$ cat config.mk
export PLATFORM = sky130hd
export DESIGN_NAME = tmr_cmp_channel
export DESIGN_NICKNAME = d
export VERILOG_FILES = /design/src/rtl/tcc_pkg.sv /design/src/rtl/tcc_counter.sv /design/src/rtl/tcc_cmp_reg.sv /design/src/rtl/tcc_oref.sv /design/src/rtl/tmr_cmp_channel.sv
export SDC_FILE = /design/constraint.sdc
export NUM_CORES = 1
export LEC_CHECK = 0
export ABC_AREA = 1
export BUFFER_PORTS_ARGS = -buffer_cell sky130_fd_sc_hd__buf_2
export CAP_MARGIN = 20
export CORE_MARGIN = 1.5
export CORE_UTILIZATION = 48
export DETAILED_ROUTE_END_ITERATION = 8
export PLACE_DENSITY_LB_ADDON = 0.05
export SYNTH_ARGS = -nofsm -noshare
export SYNTH_HDL_FRONTEND = slang
export SYNTH_SLANG_ARGS = --single-unit
export TNS_END_PERCENT = 20
$ cat constraint.sdc
create_clock -name clk -period 5.4 [get_ports clk]
set_input_delay 0.54 -clock clk [delete_from_list [all_inputs] [get_ports clk]]
set_output_delay 0.54 -clock clk [all_outputs]
set_load 0.05 [all_outputs]
$ cat src/rtl/tcc_pkg.sv
package tcc_pkg;

    typedef enum logic [2:0] {
        MODE_HOLD   = 3'b000,
        MODE_CLR    = 3'b001,
        MODE_SET    = 3'b010,
        MODE_TOGGLE = 3'b011,
        MODE_FORCE0 = 3'b100,
        MODE_FORCE1 = 3'b101,
        MODE_PWM_A  = 3'b110,
        MODE_PWM_B  = 3'b111
    } out_mode_e;

endpackage

$ cat src/rtl/tcc_counter.sv
module tcc_counter #(
    parameter int W = 16
) (
    input  logic         clk,
    input  logic         rst_n,
    input  logic         tmr_en,
    input  logic         cnt_down,
    input  logic [W-1:0] reload_val,
    input  logic         sw_update,
    output logic [W-1:0] cnt,
    output logic         upd_evt,
    output logic         uev
);
    localparam logic [W-1:0] STEP = W'(1);

    typedef struct packed {
        logic [W-1:0] cnt;
        logic         uev;
    } cnt_st_t;

    cnt_st_t st_d, st_q;
    logic    at_end;
    logic    wrap_evt;

    always_comb begin
        st_d     = st_q;
        at_end   = cnt_down ? (st_q.cnt == '0) : (st_q.cnt == reload_val);
        wrap_evt = tmr_en & at_end;
        upd_evt  = sw_update | wrap_evt;
        st_d.uev = upd_evt;
        if (upd_evt) begin
            st_d.cnt = cnt_down ? reload_val : '0;
        end else if (tmr_en) begin
            st_d.cnt = cnt_down ? (st_q.cnt - STEP) : (st_q.cnt + STEP);
        end
    end

    always_ff @(posedge clk or negedge rst_n) begin
        if (!rst_n) begin
            st_q <= '0;
        end else begin
            st_q <= st_d;
        end
    end

    assign cnt = st_q.cnt;
    assign uev = st_q.uev;

endmodule

$ cat src/rtl/tcc_cmp_reg.sv
module tcc_cmp_reg #(
    parameter int W = 16
) (
    input  logic         clk,
    input  logic         rst_n,
    input  logic         cmp_wr,
    input  logic [W-1:0] cmp_val,
    input  logic         preload_en,
    input  logic         upd_evt,
    output logic [W-1:0] cmp_act
);
    typedef struct packed {
        logic [W-1:0] act;
        logic [W-1:0] shadow;
    } cmp_st_t;

    cmp_st_t st_d, st_q;

    always_comb begin
        st_d = st_q;
        if (cmp_wr) begin
            st_d.shadow = cmp_val;
            if (!preload_en) begin
                st_d.act = cmp_val;
            end
        end
        if (upd_evt && preload_en) begin
            st_d.act = cmp_wr ? cmp_val : st_q.shadow;
        end
    end

    always_ff @(posedge clk or negedge rst_n) begin
        if (!rst_n) begin
            st_q <= '0;
        end else begin
            st_q <= st_d;
        end
    end

    assign cmp_act = st_q.act;

endmodule

$ cat src/rtl/tcc_oref.sv
module tcc_oref
    import tcc_pkg::*;
#(
    parameter int W = 16
) (
    input  logic         clk,
    input  logic         rst_n,
    input  logic         tmr_en,
    input  logic [2:0]   mode,
    input  logic         cnt_down,
    input  logic [W-1:0] cnt,
    input  logic [W-1:0] cmp_act,
    output logic         oref
);
    typedef struct packed {
        logic lvl;
    } ref_st_t;

    ref_st_t   st_d, st_q;
    out_mode_e sel;
    logic      hit;
    logic      below;
    logic      above;
    logic      pwm_a;

    always_comb begin
        st_d  = st_q;
        sel   = out_mode_e'(mode);
        hit   = (cnt == cmp_act);
        below = (cnt < cmp_act);
        above = (cnt > cmp_act);
        pwm_a = cnt_down ? ~above : below;
        if (tmr_en) begin
            unique case (sel)
                MODE_HOLD:   st_d.lvl = st_q.lvl;
                MODE_CLR:    if (hit) st_d.lvl = 1'b0;
                MODE_SET:    if (hit) st_d.lvl = 1'b1;
                MODE_TOGGLE: if (hit) st_d.lvl = ~st_q.lvl;
                MODE_FORCE0: st_d.lvl = 1'b0;
                MODE_FORCE1: st_d.lvl = 1'b1;
                MODE_PWM_A:  st_d.lvl = pwm_a;
                MODE_PWM_B:  st_d.lvl = ~pwm_a;
                default:     st_d.lvl = st_q.lvl;
            endcase
        end
    end

    always_ff @(posedge clk or negedge rst_n) begin
        if (!rst_n) begin
            st_q <= '0;
        end else begin
            st_q <= st_d;
        end
    end

    assign oref = st_q.lvl;

endmodule

$ cat src/rtl/tmr_cmp_channel.sv
module tmr_cmp_channel #(
    parameter int W = 16
) (
    input  logic         clk,
    input  logic         rst_n,
    input  logic         tmr_en,
    input  logic [2:0]   mode,
    input  logic         cnt_down,
    input  logic [W-1:0] reload_val,
    input  logic         cmp_wr,
    input  logic [W-1:0] cmp_val,
    input  logic         preload_en,
    input  logic         sw_update,
    output logic         oref,
    output logic         uev
);
    logic [W-1:0] cnt_now;
    logic [W-1:0] cmp_act;
    logic         upd_evt;

    tcc_counter #(.W(W)) u_cnt (
        .clk        (clk),
        .rst_n      (rst_n),
        .tmr_en     (tmr_en),
        .cnt_down   (cnt_down),
        .reload_val (reload_val),
        .sw_update  (sw_update),
        .cnt        (cnt_now),
        .upd_evt    (upd_evt),
        .uev        (uev)
    );

    tcc_cmp_reg #(.W(W)) u_cmp (
        .clk        (clk),
        .rst_n      (rst_n),
        .cmp_wr     (cmp_wr),
        .cmp_val    (cmp_val),
        .preload_en (preload_en),
        .upd_evt    (upd_evt),
        .cmp_act    (cmp_act)
    );

    tcc_oref #(.W(W)) u_ref (
        .clk      (clk),
        .rst_n    (rst_n),
        .tmr_en   (tmr_en),
        .mode     (mode),
        .cnt_down (cnt_down),
        .cnt      (cnt_now),
        .cmp_act  (cmp_act),
        .oref     (oref)
    );

endmodule

# ---- After elaboration in Yosys (flattened, before gate mapping)
# Cells that the tools add are included.
dict set report word_totals {
  output_inout_bits 2
  elab_cells 49
  register_bits 50
}
dict set report classes {
  n_addsub 2
  eq_ne 13
  n_reduce_logical 7
  n_lt_le_gt_ge 2
  muxes 14
  n_bitwise 6
}
# op count
set op_table {}
lappend op_table {{16-bit 2-to-1 mux} 7}
lappend op_table {{16-bit equality test} 2}
lappend op_table {{32-bit 2-to-1 mux} 1}
lappend op_table {{16-bit by 1-bit adder with 16-bit output, second input constant} 1}
lappend op_table {{16-bit > comparator} 1}
lappend op_table {{16-bit logical NOT} 1}
lappend op_table {{16-bit < comparator} 1}
lappend op_table {{16-bit by 1-bit subtractor with 16-bit output, second input constant} 1}
lappend op_table {{3-bit equality test, second input constant} 4}
lappend op_table {{2-bit by 1-bit inequality test with 1-bit output, second input constant} 4}
lappend op_table {{1-bit case mux with 7 select lines} 1}
lappend op_table {{3-bit by 2-bit equality test with 1-bit output, second input constant} 2}
lappend op_table {{1-bit 2-to-1 mux} 5}
lappend op_table {{5-bit AND reduction} 1}
lappend op_table {{1-bit inverter} 4}
lappend op_table {{2-bit nonzero test} 2}
lappend op_table {{3-bit by 1-bit equality test with 1-bit output, second input constant} 1}
lappend op_table {{3-bit logical NOT} 1}
lappend op_table {{2-bit AND reduction} 1}
lappend op_table {{1-bit AND} 1}
lappend op_table {{1-bit logical AND} 1}
lappend op_table {{1-bit OR} 1}

# ---- Logic depth before layout (Yosys ltp)
dict set report depth {
  ltp_word 7
  ltp_mapped 15
}

# ---- Modules after synthesis
# From an unflattened synthesis, not the netlist that was laid out.
dict set report unflattened {
  cells_unflattened 675
  hier_area_um2 4430.5
}
# module instances area_per_inst_um2 seq_area_each_um2 cells_each
set modules_own_cells {}
lappend modules_own_cells {tcc_counter 1 2372.3 425.4 406}
lappend modules_own_cells {tcc_cmp_reg 1 1485.2 800.8 173}
lappend modules_own_cells {tcc_oref 1 573.0 25.0 96}

# ---- Worst setup path after synthesis
# No wires, ideal clock.
dict set report synth_timing {
  path_kind {input port to flip-flop}
  start {in cnt_down}
  end {reg u_cnt.st_q (netlist bit u_cnt.cnt[14])}
  path_slack_ns 3.455
  cell_stages 10
  t_required_ns 5.278
  arrival_time_ns 1.823
  setup_ns 0.122
  cell_sequence {inv_1 fa_1 o21ai_0 nand2_1 nand2_1 nand3_1 nand2_1 nand2_1 nand3_1 a21oi_1}
}
dict set report synth_between {
  elab_chain_cells 4
  elab_cells_between_ends 8
  cone_classes {mux (5); bitwise (2); reduce/logical (1)}
}
# item line
set synth_rtl {}
lappend synth_rtl {{start: declaration} tmr_cmp_channel.sv:8} ;# input logic cnt_down,
lappend synth_rtl {{1-bit 2-to-1 mux} tcc_counter.sv:27} ;# at_end = cnt_down ? (st_q.cnt == '0) : (st_q.cnt == reload_val);
lappend synth_rtl {{1-bit AND} tcc_counter.sv:28} ;# wrap_evt = tmr_en & at_end;
lappend synth_rtl {{1-bit OR} tcc_counter.sv:29} ;# upd_evt = sw_update | wrap_evt;
lappend synth_rtl {{16-bit 2-to-1 mux / 2-bit nonzero test (equally long branches)} n/a}
lappend synth_rtl {{end signal: assignment} tcc_counter.sv:42} ;# st_q <= st_d;
lappend synth_rtl {{end: declaration} tcc_counter.sv:21} ;# cnt_st_t st_d, st_q;
# Parallel ways exist; a longest one is shown, timed or not. The select of a mux whose other input is x is not followed.
# A chain may end at the register's enable or synchronous reset.

# ---- Worst setup path in the final report
dict set report layout_timing {
  start {in tmr_en}
  end {reg u_cmp.st_q (netlist bit u_cmp.cmp_act[7])}
}
dict set report layout_between {
  elab_chain_cells 5
  elab_cells_between_ends 7
  cone_classes {eq/ne (1); mux (1); bitwise (2); reduce/logical (3)}
}
# item line
set layout_rtl {}
lappend layout_rtl {{start: declaration} tmr_cmp_channel.sv:6} ;# input logic tmr_en,
lappend layout_rtl {{1-bit AND (*)} tcc_counter.sv:28}
lappend layout_rtl {{1-bit OR (*)} tcc_counter.sv:29}
lappend layout_rtl {{1-bit logical AND (*)} tcc_cmp_reg.sv:27} ;# if (upd_evt && preload_en) begin
lappend layout_rtl {{2-bit by 1-bit inequality test with 1-bit output (no source line) / 2-bit nonzero test (equally long branches)} n/a}
lappend layout_rtl {{2-bit AND reduction (no source line)} n/a}
lappend layout_rtl {{end signal: assignment} tcc_cmp_reg.sv:36} ;# st_q <= st_d;
lappend layout_rtl {{end: declaration} tcc_cmp_reg.sv:17} ;# cmp_st_t st_d, st_q;
# Mark *: on every way between the ends. The rest lies on a longest branch, timed or not.

==> qor.txt <==
Fraction of registers with async set or reset after synthesis - 100%
Worst setup path class - in2reg
GPL Wtd Cong - 0.837
Highest Signal Layer - met4
# setup viols final - 0
Inserted Diodes - 0
Post-synth EDFFs - 0
Worst-path fanout max - 32
Comb power frac - 52.7%
Site row count - 33
Vias per cell - 4.92
Die H - 94.1 um
Avg WL per Cell - 12.2 um
Seq pwr share - 33.9%
Final worst path period share - 48.5%
Worst Path Arrival - 2.82 ns
Reg2reg end - u_cnt.cnt[12]$_DFFE_PN0P_
Via count - 3,654
Port buffer count - 43
First-pass GRT wire length - 15,900 um
Routed Antenna Nets - 0
Max VDD drop - 0.145 mV
Post-layout util - 53.3%
TNS Setup - 0 ns
Post-Synth Adder-Cell Area - 9.92%
GRT Util Overall - 22.7%
Largest net degree at the start of global routing - 51
Post-Synth XOR/XNOR Area - 2.86%
Flop-to-flop setup slack - 3.21 ns
CTS sink count - 50
Reg2Reg Depth - 11
Post-DP HPWL - 7190 um
# DRC - 0
Clock network power share - 13.4%
Worst setup slack after layout - 2.78 ns
Die area - 8850 um^2
Largest family of logic cells by synthesized area - simple AND/OR/NAND/NOR gates
Reg-to-reg startpoint - u_cnt.cnt[0]$_DFFE_PN0P_
Area delta synth->final - 8.83%
M1 wire length - 4100 um
H-tree Lvls - 2
DRT iter0 DRCs - 156
Core area - 8130 um^2
Setup WS pre-CTS - 2.47 ns
Yosys cell types - 33
Fin. Hold Viols - 0
Top-area cell type share of the netlist area - 31.4%
Simple-gate share of the synthesized area - 32.5%
Post-synth top area cell - dfrtp_1
Post-Syn Instances - 602
Final Max Tran Viols - 0
Clk_skew - 0.0107 ns
TritonCTS clock tree - done
CP Launch Type - input port
Routed wl met2 - 4600 um
Required time of the critical path - 5.60 ns
Synth Flop Type - dfrtp_1
Clk Latency, worst-skew pair - 0.31 ns
Total gr overflow - 0
Synth Area in Compound Gates - 12.2%
WL met3 - 301 um
Synthesized area per cell - 6.62 um^2
RSZ-0062 raised after global routing - false
Antenna violations before repair - 0
Sequential element share of the synthesized area - 31.4%
Seq cells post-synth - 50
Status - finished clean
Post-Synthesis Cell Area - 3980 um^2
# resized after CTS - 0
Placed cell areas - 4250 um^2
Switch Pwr - 0.000774 W
WL final - 9080 um
Vias in the first global route - 3,581
Overall Power - 0.00166 W
Internal power - 0.000887 W
Ys Warns - 0
Main area contributors after synthesis - dfrtp_1, nand2_1, ha_1, inv_1, a21oi_1
Max Clock Freq - 382 MHz
Die Wd - 94.1 um
Commonest non-fill, non-tap cell in the layout - nand2_1
Syn nets - 675
# nets final - 710
Critical Path End Type - register
Clock-pin slew on the worst setup and hold paths - 0.10 ns
Pwr dens - 383 nW/um^2
Clock Path Buffers - 2
Leakage - 2.49 nW
Sw Share - 46.6%
Worst slew margin - 35.4%
Commonest non-fill, non-tap cells in the layout - nand2_1, inv_1, dfrtp_1
Root Driver - clkbuf_8
Max_cap viols - 0
TritonCTS Buffers - 5
Number of I/O pins - 44
Effective utilization at floorplan - 49.0%
Worst Hold Class - in2async
Post-synthesis mux area share - 0%
Setup Buffers After CTS - 0
Slew @ Worst Pin - 0.966 ns
Share of layout cells above drive strength 1 - 10.0%
Fin crit period - 2.62 ns
Iteration count of the initial detailed-routing pass - 4
Post-CTS Hold Buffers - 0
Final instance area - 4340 um^2
state kept, by name (all words and copies together), names as in the netlist:
signal / count
u_cmp.cmp_act: 16
u_cmp.st_q: 16
u_cnt.cnt: 16
u_cnt.uev: 1
u_ref.oref: 1
logic make-up after synthesis:
logic type / after synthesis
compound gates: 90
xor+xnor: 13
fa+ha+maj: 31
buf+inv: 110
flops: 50
simple gates: 308
area by class of cell:
cell class / instances / area, um^2
clock buffer: 5 / 68.8
timing repair buffer: 44 / 223
multi-input combinational: 442 / 2290
inverter: 94 / 353
fill: 843 / 3800
clock inverter: 2 / 17.5
sequential: 50 / 1250
tap: 105 / 131
metal layers:
metal  vias to the layer above  global-route usage [%]
met2                        53                    41.4
li1                       1976                       -
met5                         -                       0
met1                      1618                    28.3
met3                         7                    2.99
met4                         0                    5.22
cells in the mapped netlist, drive strengths merged, types with 7 or more instances:
cell      n
xor2     10
a21oi    40
nor2     38
dfrtp    50
nand3    40
o21ai    42
inv      93
clkbuf    7
nand2   209
buf       9
nand3b    9
ha       30
critical path, cell delays in order:
cell	delay, ns
buf_2	0.11
nor2_2	0.49
clkinv_1	0.78
nand3_4	0.59
o21ai_0	0.16
nand2_1	0.10
nand2_1	0.05
power groups by stage:
| stage | registers, W | clock network (W) | logic, W |
|---|---|---|---|
| floorplan | 0.000533 | 0 | 0.000685 |
| global placement | 0.000571 | 0 | 0.000861 |
| detailed placement | 0.000571 | 0 | 0.000877 |
| CTS | 0.000563 | 0.000233 | 0.000884 |
| global route | 0.000578 | 0.000244 | 0.00103 |
| finish | 0.000563 | 0.000222 | 0.000876 |
per-stage QoR:
step / hold slack (ns) / std cells
floorplan: 0.244 / 602
global placement: 0.493 / 735
detailed placement: 0.492 / 735
CTS: 0.348 / 742
global route: 0.389 / 742
finish: 0.333 / 742
worst max path at each step:
stage               startpoint                       endpoint  slack, ns
floorplan             cnt_down      u_cnt.cnt[14]$_DFFE_PN0P_       3.45
global placement        tmr_en  u_cmp.cmp_act[15]$_DFFE_PN0P_       2.48
detailed placement      tmr_en   u_cmp.cmp_act[7]$_DFFE_PN0P_       2.47
CTS                   cnt_down      u_cnt.cnt[12]$_DFFE_PN0P_       2.78
global route            tmr_en   u_cmp.cmp_act[2]$_DFFE_PN0P_       2.48
finish                  tmr_en   u_cmp.cmp_act[7]$_DFFE_PN0P_       2.78
Power figures use the tool's default switching activity.
